[src/rtl/sxt_pkg.sv]
package sxt_pkg;

    localparam int unsigned HALF_BITS = 128;
    localparam int unsigned NUM_MODES = 6;
    localparam int unsigned SPEC_W    = 4;
    localparam logic [7:0]  OPC_BASE  = 8'h20;

    typedef enum logic [2:0] {
        M_B2W = 3'd0,
        M_B2D = 3'd1,
        M_B2Q = 3'd2,
        M_W2D = 3'd3,
        M_W2Q = 3'd4,
        M_D2Q = 3'd5
    } sxt_mode_e;

    // narrow element width for mode index m
    function automatic int unsigned elem_in_w(input int unsigned m);
        case (m)
            0, 1, 2: return 8;
            3, 4:    return 16;
            default: return 32;
        endcase
    endfunction

    // widened lane width for mode index m
    function automatic int unsigned elem_out_w(input int unsigned m);
        case (m)
            0:       return 16;
            1, 3:    return 32;
            default: return 64;
        endcase
    endfunction

endpackage

[src/rtl/sxt_decode.sv]
module sxt_decode
    import sxt_pkg::*;
#(
    parameter int unsigned SW_BITS = SPEC_W
) (
    input  logic [7:0]         opcode,
    input  logic               ext_prefix,
    input  logic               wide,
    input  logic [SW_BITS-1:0] spec_field,
    output sxt_mode_e          mode,
    output logic               fault
);
    localparam logic [7:0] OPC_LAST = OPC_BASE + 8'(NUM_MODES - 1);

    logic       op_ok;
    logic [7:0] op_off;

    always_comb begin
        op_ok  = (opcode >= OPC_BASE) && (opcode <= OPC_LAST);
        op_off = opcode - OPC_BASE;
        mode   = op_ok ? sxt_mode_e'(op_off[2:0]) : M_B2W;
        fault  = !op_ok
               || (ext_prefix && (spec_field != {SW_BITS{1'b1}}))
               || (!ext_prefix && wide);
    end
endmodule

[src/rtl/sxt_lanes.sv]
module sxt_lanes #(
    parameter int unsigned IN_W  = 8,
    parameter int unsigned OUT_W = 16,
    parameter int unsigned COUNT = 8
) (
    input  logic [IN_W*COUNT-1:0]  x,
    output logic [OUT_W*COUNT-1:0] y
);
    localparam int unsigned PAD = OUT_W - IN_W;

    for (genvar i = 0; i < COUNT; i++) begin : g_lane
        assign y[i*OUT_W +: OUT_W] = {{PAD{x[i*IN_W+IN_W-1]}}, x[i*IN_W +: IN_W]};
    end
endmodule

[src/rtl/sxt_half.sv]
module sxt_half
    import sxt_pkg::*;
#(
    parameter int unsigned HB      = HALF_BITS,
    parameter int unsigned HALF_IX = 0
) (
    input  logic [HB-1:0] src,
    input  sxt_mode_e     mode,
    output logic [HB-1:0] y
);
    logic [NUM_MODES-1:0][HB-1:0] cand;

    for (genvar m = 0; m < NUM_MODES; m++) begin : g_mode
        localparam int unsigned IW    = elem_in_w(m);
        localparam int unsigned OW    = elem_out_w(m);
        localparam int unsigned CNT   = HB / OW;
        localparam int unsigned CHUNK = CNT * IW;
        logic [CHUNK-1:0] win;
        assign win = src[HALF_IX*CHUNK +: CHUNK];
        sxt_lanes #(.IN_W(IW), .OUT_W(OW), .COUNT(CNT)) u_lanes (
            .x(win),
            .y(cand[m])
        );
    end

    always_comb y = cand[mode];
endmodule

[src/rtl/sxt_widen_unit.sv]
module sxt_widen_unit
    import sxt_pkg::*;
#(
    parameter int unsigned HB = HALF_BITS
) (
    input  logic            clk,
    input  logic            rst_n,
    input  logic            valid_in,
    input  logic [7:0]      opcode,
    input  logic            ext_prefix,
    input  logic            wide,
    input  logic [3:0]      spec_field,
    input  logic [HB-1:0]   src,
    input  logic [2*HB-1:0] old_dst,
    output logic            valid_out,
    output logic [2*HB-1:0] result,
    output logic            wr_en,
    output logic            illegal
);
    localparam int unsigned VW = 2 * HB;

    typedef struct packed {
        logic          valid;
        logic          wr_en;
        logic          illegal;
        logic [VW-1:0] data;
    } out_t;

    sxt_mode_e     mode;
    logic          fault;
    logic [HB-1:0] lo_half;
    logic [HB-1:0] hi_half;
    out_t          out_d, out_q;

    sxt_decode #(.SW_BITS(4)) u_dec (
        .opcode    (opcode),
        .ext_prefix(ext_prefix),
        .wide      (wide),
        .spec_field(spec_field),
        .mode      (mode),
        .fault     (fault)
    );

    sxt_half #(.HB(HB), .HALF_IX(0)) u_lo (.src(src), .mode(mode), .y(lo_half));
    sxt_half #(.HB(HB), .HALF_IX(1)) u_hi (.src(src), .mode(mode), .y(hi_half));

    always_comb begin
        out_d       = out_q;
        out_d.valid = valid_in;
        out_d.wr_en   = 1'b0;
        out_d.illegal = 1'b0;
        if (valid_in) begin
            out_d.illegal = fault;
            out_d.wr_en   = !fault;
            if (fault) begin
                out_d.data = old_dst;
            end else begin
                out_d.data[HB-1:0] = lo_half;
                if (wide)
                    out_d.data[VW-1:HB] = hi_half;
                else if (ext_prefix)
                    out_d.data[VW-1:HB] = '0;
                else
                    out_d.data[VW-1:HB] = old_dst[VW-1:HB];
            end
        end
    end

    always_ff @(posedge clk or negedge rst_n) begin
        if (!rst_n) out_q <= '0;
        else        out_q <= out_d;
    end

    assign valid_out = out_q.valid;
    assign wr_en     = out_q.wr_en;
    assign illegal   = out_q.illegal;
    assign result    = out_q.data;
endmodule

[config.mk]
export PLATFORM = sky130hd
export DESIGN_NAME = sxt_widen_unit
export DESIGN_NICKNAME = d
export VERILOG_FILES = /design/src/rtl/sxt_pkg.sv /design/src/rtl/sxt_decode.sv /design/src/rtl/sxt_lanes.sv /design/src/rtl/sxt_half.sv /design/src/rtl/sxt_widen_unit.sv
export SDC_FILE = /design/constraint.sdc
export NUM_CORES = 1
export LEC_CHECK = 0
export BUFFER_PORTS_ARGS = -buffer_cell sky130_fd_sc_hd__buf_2
export CORE_AREA = 5 5 251 253
export DETAILED_ROUTE_END_ITERATION = 8
export DIE_AREA = 0 0 256 258
export RECOVER_POWER = 25
export SLEW_MARGIN = 30
export SYNTH_ARGS = -nofsm -noshare
export SYNTH_HDL_FRONTEND = slang
export SYNTH_SLANG_ARGS = --single-unit
[constraint.sdc]
create_clock -name clk -period 1 [get_ports clk]
set_input_delay 0 -clock clk [delete_from_list [all_inputs] [get_ports clk]]
set_output_delay 0 -clock clk [all_outputs]
set_load 0.1 [all_outputs]
---- Word-level counts from Yosys, hierarchy flattened ----
Index checks and enable logic that the tools add are counted.
word-level totals
  register bits after elaboration ......... 259
  word-level logic and storage cells ...... 26
  output and inout bits ................... 259
  input port bits ......................... 401
operators by class
  mux-type cells .......................... 9
  $lt $le $gt $ge ......................... 3
  $add $sub $neg .......................... 1
  reductions and logical operators ........ 8
  eq/ne operators ......................... 1
operators by type and width
  cell                 count
  $bmux 128 s3         2
  $mux 128             4
  $mux 258             1
  $mux 256             1
  $ge 8x6->1 const B   1
  $le 8x6->1 const B   1
  $lt 3x4->1 const B   1
  $ne 4x4->1 const B   1
  $logic_and 1x1->1    3
  $logic_not 1->1      3
  $mux 3               1
  $sub 3x1->3 const B  1
  $logic_or 1x1->1     2

---- Logic depth before layout (Yosys ltp) ----
  word-level depth ........................ 8
  gate-level depth with buffers ........... 9
  depth with buffers taken out ............ 6

---- Hierarchy ----
Synthesis repeated with hierarchy kept, for this count alone.
unflattened totals
  cell total of the unflattened synthesis .. 3992
  area, all modules ....................... 37652.4 sq um
modules (own cells, without submodules)
  module          sequential area each (sq um)  area an instance (sq um)  cells an instance  instances
  sxt_half        0.0                           7275.7                    729                2
  sxt_lanes       0.0                           960.9                     128                12
  sxt_widen_unit  6481.2                        11498.5                   990                1
  sxt_decode      0.0                           71.3                      8                  1

---- Worst setup path before layout ----
No wires, ideal clock.
  path kind ............................... input -> register
  start ................................... input opcode[1]
  end ..................................... register out_q (netlist bit result[24])
  stages on the path ...................... 7
  required time ........................... 0.871 ns
  buffers on the path ..................... 2
  library setup time ...................... 0.129 ns
  path slack .............................. -0.687 ns
  data arrival time ....................... 1.558 ns
  cells stage by stage .................... buf_2 a211o_1 buf_4 o31ai_1 a21o_1 a21oi_1 a2111o_1
between the ends
  longest elaborated chain between the ends .. 6
  elaborated cells between the ends (all ways) .. 11
  those cells by class .................... 1 x add/sub; 2 x order compare; 4 x mux; 4 x reduce/logical
ends and longest elaborated chain
  element                                                             RTL line                            text
  from (decl)                                                         sxt_widen_unit.sv:9                 input logic [7:0] opcode,
  $ge 8x6->1 or $le 8x6->1 (tied branches)                            sxt_decode.sv:19                    op_ok = (opcode >= OPC_BASE) && (opcode <= OPC_LAST);
  $logic_and 1x1->1                                                   sxt_decode.sv:19
  $mux 3 or $logic_not 1->1 (tied branches)                           sxt_decode.sv:21, sxt_decode.sv:22
  $bmux 128 s3 or $logic_or 1x1->1 (tied branches)                    sxt_half.sv:26, sxt_decode.sv:23
  $mux 128 (implied by the code) or $logic_or 1x1->1 (tied branches)  sxt_half.sv:26, sxt_decode.sv:24
  $mux 256 *                                                          sxt_widen_unit.sv:55                if (fault) begin
  to (signal assigned)                                                sxt_widen_unit.sv:71                else out_q <= out_d;
  to (decl)                                                           sxt_widen_unit.sv:33                out_t out_d, out_q;
Every way passes the cells marked *; elsewhere a longest branch is shown, timed or not. The select of a mux whose other input is x is not followed.
A chain may end at the register's enable or synchronous reset.

---- Worst setup path after layout ----
  start ................................... input opcode[3]
  end ..................................... register out_q (netlist bit result[91])
between the ends
  longest elaborated chain between the ends .. 6
  elaborated cells between the ends (all ways) .. 10
  those cells by class .................... 2 x order compare; 4 x mux; 4 x reduce/logical
ends and longest elaborated chain
  element                                                             RTL line
  $ge 8x6->1 or $le 8x6->1 (tied branches)                            sxt_decode.sv:19
  $logic_and 1x1->1 *                                                 sxt_decode.sv:19
  $mux 3 or $logic_not 1->1 (tied branches)                           sxt_decode.sv:21, sxt_decode.sv:22
  $bmux 128 s3 or $logic_or 1x1->1 (tied branches)                    sxt_half.sv:26, sxt_decode.sv:23
  $mux 128 (implied by the code) or $logic_or 1x1->1 (tied branches)  sxt_half.sv:26, sxt_decode.sv:24
  $mux 256 *                                                          sxt_widen_unit.sv:55
Marked as above.

==> metrics.md <==
| Metric | Value |
|---|---|
| Slowest-stage cell, CP | a2111o_1 |
| Largest net degree at the start of global routing | 55 |
| Yosys top cell by area | dfrtp_1 |
| CP cell instances | buf_8 > buf_4 > nor3b_4 > buf_12 > buf_8 > buf_4 > a31oi_4 > buf_12 > a21oi_2 > nor2_1 > a2111o_1 |
| Crit Path Max Fanout | 8 |
| Latest clock arrival within the worst-skew pair | 0.55 ns |
| WHS | 0.03051 ns |
| Critical path's top delay family | buffers and inverters |
| Status | finished, violations left |
| Die H | 258 um |
| Nets | 3584 |
| H-tree levels | 2 |
| Worst Hold Class | in -> reg |
| FF+latch count, synth | 259 |
| Syn Inst Count | 1751 |
| EDFF count, synth | 0 |
| GRT Overall Usage | 30.52% |
| Crit path time final | 1.459 ns |
| Root buffer cell | clkbuf_16 |
| Final hold vios | 0 |
| Vias | 22090 |
| Startpoint types | input pin |
| Sequential cell fraction of total power | 27.5% |
| Boundary pin count | 660 |
| Crit path kind | in -> reg |
| Violated checks | setup timing |
| Relative slew slack | 59.02% |
| Initial Util | 25.07% |
| RSZ-0062 raised after global routing | true |
| Final setup margin | -0.4595 ns |
| Net Sw Power | 17920 uW |
| Final WL | 108100 um |
| # clock sinks | 259 |
| Post-DP HPWL | 74600 um |
| Fin crit share | 145.9% |
| Yosys cell types | 72 |
| Pre-antenna DRT Iters | 6 |
| Yosys warnings | 0 |
| Layout cells sized above 1 | 51.53% |
| Overflow after GRT | 0 |
| Die Area | 66050 um^2 |
| Pwr dens | 1256 nW/um^2 |
| Asr flop ratio synth | 100.0% |
| Initial antenna violation count | 7 |
| Maximum buffer depth of the clock tree | 3 |
| Worst Setup End Kind | flip-flop |
| P&R area growth vs syn | 137.7% |
| Dominant cells by area after synthesis | dfrtp_1 43%, a21oi_1 8.4%, o21ai_0 6.5% |
| Routed Antenna Nets | 0 |
| Synth Net Count | 2152 |
| GPL Wtd Cong | 0.9878 |
| Residual DRC count | 0 |
| Leak pwr | 0.01633 uW |
| Wirelength per Cell | 27.01 um |
| Crit-path max cell delay | 0.39 ns |
| P_int | 27590 uW |
| Sw frac | 39.38% |
| Final TNS setup | -119.45 ns |
| Worst-path clk slew | 0.06 ns |
| Critical Path RT | 1.42 ns |
| CTS buffer count | 34 |
| CTS tree | done |
| Synth top area share | 42.51% |
| Clock Power Share | 28.8% |
| Worst VDD drop | 1183 uV |
| Slew @ Worst Pin | 0.6146 ns |
| CORE AREA | 60800 um^2 |
| Mapped cell area | 15240 um^2 |
| Top FF cell, synth | dfrtp_1 |
| Std cell rows | 91 |
| Syn Area/Cell | 8.706 um^2 |
| Initial DRC Count | 2029 |
| Comb pwr share | 43.7% |
| Worst Path Arrival | 1.87 ns |
| FILL cells | 4823 |
| Max-Cap Viols | 0 |
| Final Setup Violations | 525 |
| Fmax | 685.2 MHz |
| Buffer and inverter count on the worst path | 6 |
| Setup Skew | 0 ns |
| Fin. max-slew vios | 0 |
| DR vias/cell | 5.521 |
| First-pass GRT wire length | 154600 um |
| Buffers on Ports | 659 |
| Die W | 256 um |
| Seq/Total Area, Yosys | 42.51% |
| Vias in the first global route | 23180 |
==> per-stage QoR <==
stage	worst slack, ns	area, um^2	utilization [%]	cells	power (uW)
6_report	-0.4595	36240	59.60	4001	45510
5_1_grt	-0.4197	36220	59.57	3995	46750
4_1_cts	-0.3794	34930	57.45	3978	45050
3_5_place_dp	-1.235	26520	43.61	3399	29700
3_3_place_gp	-1.176	26490	43.57	3399	29580
2_1_floorplan	-0.6266	15620	-	1751	21430
==> metal layers <==
layer | GRT usage (%) | vias to the layer above | routed length, um
met2 | 54.61 | 1357 | 54270
li1 | - | 9567 | -
met4 | 12.95 | 0 | 6142
met1 | 35.58 | 10830 | 39560
met5 | 0 | - | 0
met3 | 6.277 | 332 | 8070
==> cell usage after synthesis (all sizes together), types with 8 or more instances <==
cell	n
clkbuf	119
nand3	64
a211o	34
o21ai	211
nor3	12
a22o	28
and3	34
a31oi	13
a221oi	17
a21o	22
o221a	11
o22ai	16
o2111ai	16
nor4	8
dfrtp	259
o221ai	19
a221o	15
a21oi	255
mux2	11
a211oi	17
inv	18
nor2	42
o2bb2ai	36
nand2	198
a22oi	115
a2111o	14
nor2b	9
o21a	10
buf	61
o31ai	11
==> layout by cell type, fill, tap and decap left out, types with 70 or more instances in the layout <==
| cell type | instances |
|---|---|
| a22oi_1 | 109 |
| nand2_1 | 169 |
| o21ai_1 | 70 |
| buf_6 | 121 |
| buf_12 | 344 |
| buf_2 | 391 |
| dfrtp_1 | 256 |
| buf_4 | 290 |
| a21oi_1 | 171 |
| dlygate4sd3_1 | 369 |
==> area by class of cell <==
type                            count  area [um^2]  area share, %
Clock buffer                       45        963.4          2.659
Timing Repair Buffer             1572        17270          47.67
Clock inverter                     12        197.7         0.5456
Multi-Input combinational cell   1297        10200          28.16
Inverter                           19        105.1         0.2900
Tap cell                          790        988.4          2.728
Sequential cell                   259         6485          17.90
Antenna cell                        7        17.52        0.04834
==> cell families after synthesis <==
kind of cell              Yosys count  synth area share, %
xor gates and xnor gates            1              0.05746
muxes                              11               0.8125
DFF                               259                42.51
and+or+nand+nor                   405                13.31
buffers and inverters             199                5.433
AOI/OAI and AO/OA                 876                37.87
==> state kept, by name, summed over array words and instances (netlist names) <==
| register | count |
|---|---|
| wr_en | 1 |
| valid_out | 1 |
| result | 256 |
| illegal | 1 |
==> power by group through the flow <==
stage,registers [uW],logic (uW),clock network [uW]
2_1_floorplan,19000,2410,0
3_3_place_gp,12600,17000,0
3_5_place_dp,12600,17100,0
4_1_cts,12500,19300,13200
5_1_grt,12600,20500,13700
6_report,12500,19900,13100
==> worst register-to-register path: cells and delay by family, from the launching register on <==
kind / cells / cell delay [ns]
compound gates: 3 / 0.46
flops: 1 / 0.40
buf+inv: 1 / 0.14
==> final timing paths <==
check,endpoint,start,depth (start not counted),slack (ns)
setup / recovery,result[91]$_DFFE_PN0P_,opcode[3],11,-0.46
hold / removal,result[229]$_DFFE_PN0P_,src[61],4,0.03
setup reg to reg,result[225]$_DFFE_PN0P_,result[225]$_DFFE_PN0P_,4,-0.11
hold reg to reg,result[29]$_DFFE_PN0P_,result[29]$_DFFE_PN0P_,1,0.52
max in group asynchronous,result[238]$_DFFE_PN0P_,rst_n,3,-0.10
min in group asynchronous,result[39]$_DFFE_PN0P_,rst_n,3,0.21
==> repair_timing <==
action                                  4_1_cts  5_1_grt
hold buffers                                368        1
gates cloned                                 36       12
endpoints found under the setup margin      517      524
pin swaps                                   129      111
resized for setup                           512      260
endpoints found under the hold margin       516        1
buffers inserted                            122       21
Note: power is estimated with default switching activity, not from simulation.
